$ cat src/rtl/hdlc_rx_pkg.sv
package hdlc_rx_pkg;

    localparam int OCTET_W    = 8;
    localparam int FLAG_W     = 8;
    localparam int STUFF_RUN  = 5;
    localparam int CRC_W      = 16;
    localparam int FCS_OCTETS = CRC_W / OCTET_W;
    localparam int RUN_W      = $clog2(FLAG_W);

    localparam logic [CRC_W-1:0] CRC_POLY_REFL = 16'h8408;
    localparam logic [CRC_W-1:0] CRC_PRESET    = 16'hFFFF;
    localparam logic [CRC_W-1:0] CRC_RESIDUE   = 16'hF0B8;

    // one event word per receive clock from the line stage
    typedef struct packed {
        logic bit_v;   // a content bit leaves the delay line
        logic bit_d;   // its value
        logic flag;    // closing bit of a flag seen now
        logic abort;   // seventh consecutive one seen now
    } line_ev_t;

    typedef enum logic [1:0] {
        ST_HUNT,
        ST_OPEN,
        ST_BODY
    } frm_state_e;

    function automatic logic [CRC_W-1:0] crc_step(input logic [CRC_W-1:0] c,
                                                  input logic b);
        logic [CRC_W-1:0] n;
        n = c >> 1;
        if (c[0] ^ b)
            n = n ^ CRC_POLY_REFL;
        return n;
    endfunction

endpackage

$ cat src/rtl/hdlc_rx_line.sv
module hdlc_rx_line
    import hdlc_rx_pkg::*;
(
    input  logic     clk,
    input  logic     rst_n,
    input  logic     en,
    input  logic     bit_in,
    output line_ev_t ev
);

    localparam logic [RUN_W-1:0] RUN_MAX   = RUN_W'(FLAG_W - 1);
    localparam logic [RUN_W-1:0] RUN_STUFF = RUN_W'(STUFF_RUN);
    localparam logic [RUN_W-1:0] RUN_FLAG  = RUN_W'(STUFF_RUN + 1);

    logic [RUN_W-1:0]  run_q;
    logic [FLAG_W-1:0] dly_d_q;
    logic [FLAG_W-1:0] dly_k_q;

    logic is_stuff, is_flag, is_abort, keep_new;
    logic [RUN_W-1:0] run_n;

    always_comb begin
        is_stuff = !bit_in && (run_q == RUN_STUFF);
        is_flag  = !bit_in && (run_q == RUN_FLAG);
        is_abort =  bit_in && (run_q == RUN_FLAG);
        // a sixth or later one can never be content
        keep_new = !is_stuff && !(bit_in && (run_q >= RUN_STUFF));
        if (!bit_in)
            run_n = '0;
        else if (run_q == RUN_MAX)
            run_n = RUN_MAX;
        else
            run_n = run_q + 1'b1;
    end

    always_comb begin
        ev.bit_v = en && dly_k_q[FLAG_W-1];
        ev.bit_d = dly_d_q[FLAG_W-1];
        ev.flag  = en && is_flag;
        ev.abort = en && is_abort;
    end

    // the delay line lets the bits of a flag be cancelled before they leave
    always_ff @(posedge clk or negedge rst_n) begin
        if (!rst_n) begin
            run_q   <= '0;
            dly_d_q <= '0;
            dly_k_q <= '0;
        end else if (en) begin
            run_q   <= run_n;
            dly_d_q <= {dly_d_q[FLAG_W-2:0], bit_in};
            if (is_flag || is_abort)
                dly_k_q <= '0;
            else
                dly_k_q <= {dly_k_q[FLAG_W-2:0], keep_new};
        end
    end

endmodule

$ cat src/rtl/hdlc_rx_octet.sv
module hdlc_rx_octet
    import hdlc_rx_pkg::*;
#(
    parameter bit FCS_EN = 1'b1
) (
    input  logic               clk,
    input  logic               rst_n,
    input  line_ev_t           ev,
    input  logic               late,
    output logic               dlv_v,
    output logic [OCTET_W-1:0] dlv_data,
    output logic               frame_valid,
    output logic               frame_err,
    output logic               frame_aborted
);

    localparam int CNT_W = $clog2(OCTET_W);

    frm_state_e         st_q;
    logic [OCTET_W-1:0] sr_q, sr_n;
    logic [CNT_W-1:0]   cnt_q, cnt_n;
    logic [CRC_W-1:0]   crc_q, crc_n;
    logic               end_q, err_q, abt_q;
    logic               take, in_body, active, oct_done, misalign, crc_bad;

    always_comb begin
        in_body  = (st_q == ST_BODY);
        take     = ev.bit_v && (st_q != ST_HUNT) && !ev.abort;
        sr_n     = take ? {ev.bit_d, sr_q[OCTET_W-1:1]} : sr_q;
        cnt_n    = take ? cnt_q + 1'b1 : cnt_q;
        crc_n    = take ? crc_step(crc_q, ev.bit_d) : crc_q;
        oct_done = take && (cnt_q == CNT_W'(OCTET_W - 1));
        active   = in_body || take;
        misalign = (cnt_n != '0);
        crc_bad  = FCS_EN && (crc_n != CRC_RESIDUE);
    end

    generate
        if (FCS_EN) begin : g_fcs_hold
            localparam int HC_W = $clog2(FCS_OCTETS + 1);
            logic [OCTET_W-1:0] hold_q [FCS_OCTETS];
            logic [HC_W-1:0]    hcnt_q;

            always_ff @(posedge clk or negedge rst_n) begin
                if (!rst_n) begin
                    hcnt_q <= '0;
                    for (int i = 0; i < FCS_OCTETS; i++)
                        hold_q[i] <= '0;
                end else if (ev.flag || ev.abort) begin
                    hcnt_q <= '0;
                end else if (oct_done) begin
                    hold_q[0] <= sr_n;
                    for (int i = 1; i < FCS_OCTETS; i++)
                        hold_q[i] <= hold_q[i-1];
                    if (hcnt_q != HC_W'(FCS_OCTETS))
                        hcnt_q <= hcnt_q + 1'b1;
                end
            end

            assign dlv_v    = oct_done && (hcnt_q == HC_W'(FCS_OCTETS));
            assign dlv_data = hold_q[FCS_OCTETS-1];
        end else begin : g_direct
            assign dlv_v    = oct_done;
            assign dlv_data = sr_n;
        end
    endgenerate

    always_ff @(posedge clk or negedge rst_n) begin
        if (!rst_n) begin
            st_q  <= ST_HUNT;
            sr_q  <= '0;
            cnt_q <= '0;
            crc_q <= CRC_PRESET;
            end_q <= 1'b0;
            err_q <= 1'b0;
            abt_q <= 1'b0;
        end else begin
            end_q <= 1'b0;
            if (end_q) begin
                err_q <= 1'b0;
                abt_q <= 1'b0;
            end
            if (late && in_body)
                err_q <= 1'b1;

            if (ev.abort) begin
                st_q <= ST_HUNT;
                if (in_body) begin
                    abt_q <= 1'b1;
                    end_q <= 1'b1;
                end
            end else if (ev.flag) begin
                st_q  <= ST_OPEN;
                sr_q  <= '0;
                cnt_q <= '0;
                crc_q <= CRC_PRESET;
                if (active) begin
                    end_q <= 1'b1;
                    err_q <= err_q | (late && in_body) | misalign | crc_bad;
                end
            end else if (take) begin
                st_q  <= ST_BODY;
                sr_q  <= sr_n;
                cnt_q <= cnt_n;
                crc_q <= crc_n;
            end
        end
    end

    assign frame_valid   = in_body || end_q;
    assign frame_err     = err_q;
    assign frame_aborted = abt_q;

endmodule

$ cat src/rtl/hdlc_rx_handoff.sv
module hdlc_rx_handoff
    import hdlc_rx_pkg::*;
#(
    parameter int WINDOW = 7
) (
    input  logic               clk,
    input  logic               rst_n,
    input  logic               dlv_v,
    input  logic [OCTET_W-1:0] dlv_data,
    input  logic               byte_read,
    output logic [OCTET_W-1:0] rd_data,
    output logic               byte_ready,
    output logic               late
);

    localparam int WT_W = $clog2(WINDOW + 1);
    localparam logic [WT_W-1:0] WT_LAST = WT_W'(WINDOW - 1);
    localparam logic [WT_W-1:0] WT_SAT  = WT_W'(WINDOW);

    logic [OCTET_W-1:0] data_q;
    logic               rdy_q;
    logic [WT_W-1:0]    wait_q;

    // window lapse, or a new byte overwriting an unread one
    assign late = rdy_q && !byte_read && (dlv_v || (wait_q == WT_LAST));

    always_ff @(posedge clk or negedge rst_n) begin
        if (!rst_n) begin
            data_q <= '0;
            rdy_q  <= 1'b0;
            wait_q <= '0;
        end else if (dlv_v) begin
            data_q <= dlv_data;
            rdy_q  <= 1'b1;
            wait_q <= '0;
        end else if (rdy_q) begin
            if (byte_read)
                rdy_q <= 1'b0;
            else if (wait_q != WT_SAT)
                wait_q <= wait_q + 1'b1;
        end
    end

    assign rd_data    = data_q;
    assign byte_ready = rdy_q;

endmodule

$ cat src/rtl/hdlc_rx_deframer.sv
module hdlc_rx_deframer
    import hdlc_rx_pkg::*;
#(
    parameter bit FCS_EN      = 1'b1,
    parameter int READ_WINDOW = 7
) (
    input  logic       clk,
    input  logic       rst_n,
    input  logic       rx_en,
    input  logic       rx_bit,
    input  logic       byte_read,
    output logic [7:0] rd_data,
    output logic       byte_ready,
    output logic       frame_valid,
    output logic       frame_err,
    output logic       frame_aborted
);

    line_ev_t           ev;
    logic               dlv_v;
    logic [OCTET_W-1:0] dlv_data;
    logic               late;

    hdlc_rx_line u_line (
        .clk    (clk),
        .rst_n  (rst_n),
        .en     (rx_en),
        .bit_in (rx_bit),
        .ev     (ev)
    );

    hdlc_rx_octet #(.FCS_EN(FCS_EN)) u_octet (
        .clk           (clk),
        .rst_n         (rst_n),
        .ev            (ev),
        .late          (late),
        .dlv_v         (dlv_v),
        .dlv_data      (dlv_data),
        .frame_valid   (frame_valid),
        .frame_err     (frame_err),
        .frame_aborted (frame_aborted)
    );

    hdlc_rx_handoff #(.WINDOW(READ_WINDOW)) u_handoff (
        .clk        (clk),
        .rst_n      (rst_n),
        .dlv_v      (dlv_v),
        .dlv_data   (dlv_data),
        .byte_read  (byte_read),
        .rd_data    (rd_data),
        .byte_ready (byte_ready),
        .late       (late)
    );

endmodule

$ cat config.mk
export PLATFORM = sky130hd
export DESIGN_NAME = hdlc_rx_deframer
export DESIGN_NICKNAME = d
export VERILOG_FILES = /design/src/rtl/hdlc_rx_pkg.sv /design/src/rtl/hdlc_rx_line.sv /design/src/rtl/hdlc_rx_octet.sv /design/src/rtl/hdlc_rx_handoff.sv /design/src/rtl/hdlc_rx_deframer.sv
export SDC_FILE = /design/constraint.sdc
export NUM_CORES = 1
export LEC_CHECK = 0
export ABC_AREA = 0
export ABC_CLOCK_PERIOD_IN_PS = 2470
export BUFFER_PORTS_ARGS = -buffer_cell sky130_fd_sc_hd__buf_2
export CELL_PAD_IN_SITES_DETAIL_PLACEMENT = 2
export CELL_PAD_IN_SITES_GLOBAL_PLACEMENT = 2
export CORE_UTILIZATION = 40
export CTS_CLUSTER_DIAMETER = 80
export CTS_CLUSTER_SIZE = 24
export DETAILED_ROUTE_END_ITERATION = 10
export GPL_TIMING_DRIVEN = 1
export PLACE_DENSITY_LB_ADDON = 0.1
export SLEW_MARGIN = 20
export SYNTH_ARGS = -nofsm -noshare
export SYNTH_HDL_FRONTEND = slang
export SYNTH_SLANG_ARGS = --single-unit
export TNS_END_PERCENT = 30
$ cat constraint.sdc
create_clock -name clk -period 2.47 [get_ports clk]
set_clock_uncertainty 0.2 [all_clocks]
set_input_delay 0.247 -clock clk [delete_from_list [all_inputs] [get_ports clk]]
set_output_delay 0.247 -clock clk [all_outputs]
set_load 0.01 [all_outputs]
[After elaboration in Yosys (flattened, before gate mapping)]
Index checks and enable logic that the tools add are counted.
Storage, ports and cells
  word-level logic and storage cells: 114
  register bits: 81
  output and inout port bits: 12
Operators by class
  reductions and logical operators: 37
  bitwise logic cells: 7
  $add $sub $neg: 4
  equal/unequal tests: 11
  muxes and demuxes: 38
  $lt $le $gt $ge: 1
Operator list (count)
  2-to-1 mux 16 bit: 4
  2-to-1 mux 8 bit: 4
  2-to-1 mux 3 bit: 9
  != test 16 bit (second input constant): 1
  == test 3 bit (second input constant): 5
  logical AND 1 bit: 15
  2-to-1 mux 1 bit: 15
  2-to-1 mux 2 bit: 6
  nonzero test 2 bit: 6
  adder 3 x 1 -> 3 bit (second input constant): 3
  AND reduction 2 bit: 3
  nonzero test 3 bit: 2
  zero test 1 bit: 5
  logical OR 1 bit: 5
  == test 2 bit (second input constant): 2
  >= comparator 3 bit (second input constant): 1
  != test 3 bit (second input constant): 1
  NOT 2 -> 3 bit: 1
  OR 1 bit: 3
  AND reduction 3 bit: 1
  adder 2 x 1 -> 2 bit (second input constant): 1
  != test 2 x 1 -> 1 bit (second input constant): 1
  != test 2 bit (second input constant): 1
  NOT 1 bit: 2
  XOR 1 bit: 1

[Longest topological paths before layout]
  depth in word-level cells: 16
  gate-level depth with buffers: 8
  depth with buffers taken out: 6

[By module]
Synthesis repeated with hierarchy kept, for this count alone.
Second synthesis, totals
  cell total of the unflattened synthesis: 319
  area, all modules: 3762.4 um^2
By module, submodules not included
  hdlc_rx_octet: cells an instance 204, sequential area each 1246.2 um^2, times used 1, area each 2373.5 um^2
  hdlc_rx_line: cells an instance 76, sequential area each 475.5 um^2, times used 1, area each 844.6 um^2
  hdlc_rx_handoff: cells an instance 39, sequential area each 300.3 um^2, times used 1, area each 544.3 um^2

[Worst setup path before layout]
No wires, ideal clock.
  kind: reg-to-reg
  start: register u_line.run_q[0]
  end: register u_handoff.data_q[1] (netlist: u_handoff.rd_data[1])
  setup time: 0.125 ns
  stages on the path, launching flop included: 9
  slack: 0.423 ns
  arrival time: 1.722 ns
  clock period less this slack: 2.047 ns
  cell sequence: dfrtp_1 inv_1 ha_1 nand4_2 and2_4 buf_6 and3_4 buf_6 mux2_4
Between the ends
  word-level cells in the longest chain between the ends: 7
Ends and longest elaborated chain
  start: declaration: RTL line hdlc_rx_line.sv:15  | logic [RUN_W-1:0] run_q;
  start signal: assignment: RTL line hdlc_rx_line.sv:50  | run_q <= run_n;
  == test 3 bit: RTL line hdlc_rx_line.sv:25  | is_abort = bit_in && (run_q == RUN_FLAG);
  logical AND 1 bit: RTL line hdlc_rx_line.sv:25
  logical AND 1 bit: RTL line hdlc_rx_line.sv:40  | ev.abort = en && is_abort;
  zero test 1 bit: RTL line hdlc_rx_octet.sv:28  | take = ev.bit_v && (st_q != ST_HUNT) && !ev.abort;
  logical AND 1 bit: RTL line hdlc_rx_octet.sv:28
  logical AND 1 bit: RTL line hdlc_rx_octet.sv:32  | oct_done = take && (cnt_q == CNT_W'(OCTET_W - 1));
  logical AND 1 bit: RTL line hdlc_rx_octet.sv:60  | assign dlv_v = oct_done && (hcnt_q == HC_W'(FCS_OCTETS));
  end signal: assignment: RTL line hdlc_rx_handoff.sv:33  | data_q <= dlv_data;
  end: declaration: RTL line hdlc_rx_handoff.sv:20  | logic [OCTET_W-1:0] data_q;
No other way between the ends.
A chain may end at the register's enable or synchronous reset.

[Worst setup path in the final report]
  start: register u_line.run_q[0]
  end: register u_octet.sr_q[3]
Between the ends
  word-level cells in the longest chain between the ends: 8
  elaborated cells between the ends (all ways): 13
  those cells by class: 1 x eq/ne; 3 x mux; 1 x bitwise; 8 x reduce/logical
Ends and longest elaborated chain
  == test 3 bit (*): RTL line hdlc_rx_line.sv:24, hdlc_rx_line.sv:25
  logical AND 1 bit: RTL line hdlc_rx_line.sv:25
  logical AND 1 bit: RTL line hdlc_rx_line.sv:40
  zero test 1 bit: RTL line hdlc_rx_octet.sv:28
  logical AND 1 bit: RTL line hdlc_rx_octet.sv:28
  2-to-1 mux 8 bit: RTL line hdlc_rx_octet.sv:29  | sr_n = take ? {ev.bit_d, sr_q[OCTET_W-1:1]} : sr_q;
  2-to-1 mux 8 bit: RTL line hdlc_rx_octet.sv:101  | end else if (take) begin
  2-to-1 mux 8 bit: RTL line hdlc_rx_octet.sv:92  | end else if (ev.flag) begin
  end signal: assignment: RTL line hdlc_rx_octet.sv:103  | sr_q <= sr_n;
  end: declaration: RTL line hdlc_rx_octet.sv:20  | logic [OCTET_W-1:0] sr_q, sr_n;
Mark *: on every way between the ends. The rest lies on a longest branch, timed or not. The select of a mux whose other input is x is not followed.

==> flow_metrics.env <==
export IMPL_core_sq_um=8260
export IMPL_io_pins=17
export IMPL_worstPathRequired_ps=2560
export IMPL_fillers=848
export IMPL_finalSetupViolCount=0
export IMPL_syn_num_nets=294
export IMPL_die_y_um=94.7
export IMPL_power_uw=3430
export IMPL_hp_class="primary input to flop"
export IMPL_synth_seq_area_share_pct=58.8
export IMPL_ir_drop_v=0.000457
export IMPL_synthCells=280
export IMPL_max_stage_delay_ps=720
export IMPL_synthArstFlopShare_pct=100
export IMPL_num_rows=33
export IMPL_via_per_inst=5.34
export IMPL_final_max_slew_viol_count=0
export IMPL_grt_overflow=0
export IMPL_diodes=0
export IMPL_powerDensity_nw_per_um2=897
export IMPL_path_max_fanout=10
export IMPL_fin_crit_sh_pct=88.1
export IMPL_startpoint_type="flop"
export IMPL_grt_max_degree=70
export IMPL_io_buffers=16
export IMPL_clock_latency_ps=360
export IMPL_cts_buffers=9
export IMPL_grt_pass1_vias=2458
export IMPL_dieArea_sq_um=8960
export IMPL_critPathBufInv=1
export IMPL_htreeDepth=3
export IMPL_postCtsSetupBuffers=0
export IMPL_cts_tree="yes"
export IMPL_gp_congestion=0.709
export IMPL_yosysTopAreaCell="dfrtp_1"
export IMPL_rsz0062_at_grt="false"
export IMPL_firstDrtPassIters=4
export IMPL_yosys_register_bits=80
export IMPL_cts_sinks=80
export IMPL_synth_edf_count=0
export IMPL_final_cell_mix="dfrtp_1 (64), nand2_1 (25), o21ai_0 (23)"
export IMPL_fin_crit_ps=2170
export IMPL_synth_area_sq_um=3440
export IMPL_layout_commonest_cell="dfrtp_1"
export IMPL_cp_top_family="compound AO/OA/AOI/OAI gates"
export IMPL_nets=317
export IMPL_crit_type="flop to flop"
export IMPL_grt_total_usage_pct=17.9
export IMPL_finalHoldViolCount=0
export IMPL_slew_headroom_pct=41.5
export IMPL_tightest_slew_ps=877
export IMPL_yosysTopAreaCellShare_pct=46.6
export IMPL_yosysUniqueCellTypes=44
export IMPL_ys_warn_count=0
export IMPL_end_kind="flop"
export IMPL_synth_area_leaders="dfrtp_1 (47%), dfstp_2 (12%), mux2_2 (5.9%), o22a_1 (3.6%), o21ai_0 (3.4%)"
export IMPL_setup_tns_ps=0
export IMPL_cts_clk_slew_worst_paths_ps=90
export IMPL_cts_root_buf="clkbuf_8"
export IMPL_routed_wl_um=7190
export IMPL_arrival_ps=2270
export IMPL_status="finished clean"
export IMPL_die_w_um=94.7
export IMPL_wl_per_cell_um=17.4
export IMPL_cts_buffer_depth=2
export IMPL_dp_hpwl_um=4910
export IMPL_drc=0
export IMPL_drive_gt1_share_pct=27.9
export IMPL_ant_nets=0
export IMPL_grt_pass1_wl_um=12100
export IMPL_antenna_found_initial=0
export IMPL_detail_route_iter0_violations=54
export IMPL_yosys_most_used_dff="dfrtp_1"
export IMPL_drv_cap=0
export IMPL_timing_fmax_mhz=460
export IMPL_crit_slowest_cell="a2bb2oi_1"
export IMPL_route_vias_total=2206
export IMPL_p_leak_uw=0.00178
export IMPL_syn_to_final_growth_pct=11.3
export IMPL_path_cells="inv_1 > ha_1 > nand3_1 > a2bb2oi_1 > a22o_1"
export IMPL_start_util_pct=41.6
export IMPL_syn_area_per_cell_sq_um=12.3
export IMPL_final_util_pct=46.3
layer usage:
| layer | wire, um | global-route usage (%) | share of wire (%) | up-vias |
|---|---|---|---|---|
| met5 | 0 | 0 | 0 | - |
| met4 | 106 | 6.82 | 1.5 | 0 |
| met3 | 145 | 3.38 | 2.0 | 9 |
| met2 | 3490 | 29.9 | 48 | 24 |
| met1 | 3450 | 23.1 | 48 | 1132 |
| li1 | - | - | - | 1041 |
synth_stat cells (2+ instances only):
| cell type | n |
|---|---|
| nand4_1 | 2 |
| buf_4 | 3 |
| dfrtp_1 | 64 |
| nand3_1 | 12 |
| or3_1 | 2 |
| dfstp_2 | 16 |
| a21oi_1 | 8 |
| o22a_1 | 14 |
| xnor2_1 | 4 |
| o21ai_0 | 23 |
| buf_2 | 2 |
| mux2_4 | 6 |
| mux2_2 | 18 |
| a211oi_1 | 2 |
| a22o_1 | 9 |
| and2_1 | 2 |
| buf_6 | 2 |
| nor4b_1 | 2 |
| nor2_1 | 8 |
| nand2_1 | 25 |
| clkbuf_1 | 7 |
| ha_1 | 9 |
| inv_1 | 13 |
| nand2b_1 | 5 |
| a2bb2oi_1 | 3 |
worst paths after layout:
path                                               start                            end  slack (ps)  cells past startpoint
min in group asynchronous                          rst_n              u_line.dly_d_q[4]         350                      2
min reg2reg                u_octet.g_fcs_hold.hold_q[10]  u_octet.g_fcs_hold.hold_q[10]         290                      2
min                                               rx_bit                u_line.run_q[2]          30                      3
max in group asynchronous                          rst_n              u_octet.crc_q[14]         970                      3
max                                      u_line.run_q[0]                u_octet.sr_q[3]         300                      5
max reg2reg                              u_line.run_q[0]                u_octet.sr_q[3]         300                      5
kinds of logic (layout without fill, tap and decap cells):
kind of cell / after synthesis / in the layout / share of synthesized area [%]
mux: 25 / 25 / 8.81
fa+ha+maj: 9 / 9 / 3.28
compound gates: 67 / 67 / 13.7
simple gates: 67 / 67 / 10.3
buf+inv: 27 / 55 / 3.79
xor+xnor: 5 / 5 / 1.27
flops: 80 / 80 / 58.8
through the flow:
step / cell area, sq um / setup slack [ps] / hold WS (ps) / cells
6_report: 3820 / 295 / 29.2 / 413
3_5_place_dp: 3640 / 276 / 232 / 396
3_3_place_gp: 3640 / 364 / 227 / 396
2_1_floorplan: 3440 / 423 / -249 / 280
4_1_cts: 3820 / 274 / 18.9 / 413
5_1_grt: 3820 / 123 / 49.6 / 413
final cells by class:
cell class	count	area [sq um]	area share, %
Sequential cell	80	2020	52.9
Multi-Input combinational cell	173	1280	33.6
Timing Repair Buffer	26	160	4.19
Tap cell	105	131	3.43
Clock buffer	9	124	3.24
Clock inverter	7	55.1	1.44
Inverter	13	48.8	1.28
state kept, by name, indices dropped and copies added, names as in the netlist:
name and cells:
u_handoff.byte_ready 1, u_handoff.wait_q 3, u_line.dly_d_q 8, u_octet.g_fcs_hold.hcnt_q 2
u_octet.frame_err 1, u_octet.cnt_q 3, u_octet.sr_q 7, u_octet.crc_q 16
u_line.run_q 3, u_octet.g_fcs_hold.hold_q 8, u_octet.dlv_data 8, u_handoff.rd_data 8
u_octet.end_q 1, u_line.dly_k_q 8, u_octet.st_q 2, u_octet.frame_aborted 1
worst min-delay path: cells and delay by family:
family	cells	cell delay, ps
buffers and inverters	2	240
AOI/OAI and AO/OA	1	50
what timing repair did:
item,CTS,global route
endpoints found under the hold margin,64,0
hold buffers,1,0
gates resized for setup,0,0
report_power, final:
group | switching (uW) | total, uW | internal (uW)
clock | 524 | 902 | 377
combinational | 304 | 634 | 330
sequential | 238 | 1900 | 1660
total | 1070 | 3430 | 2370
Power figures use the tool's default switching activity.
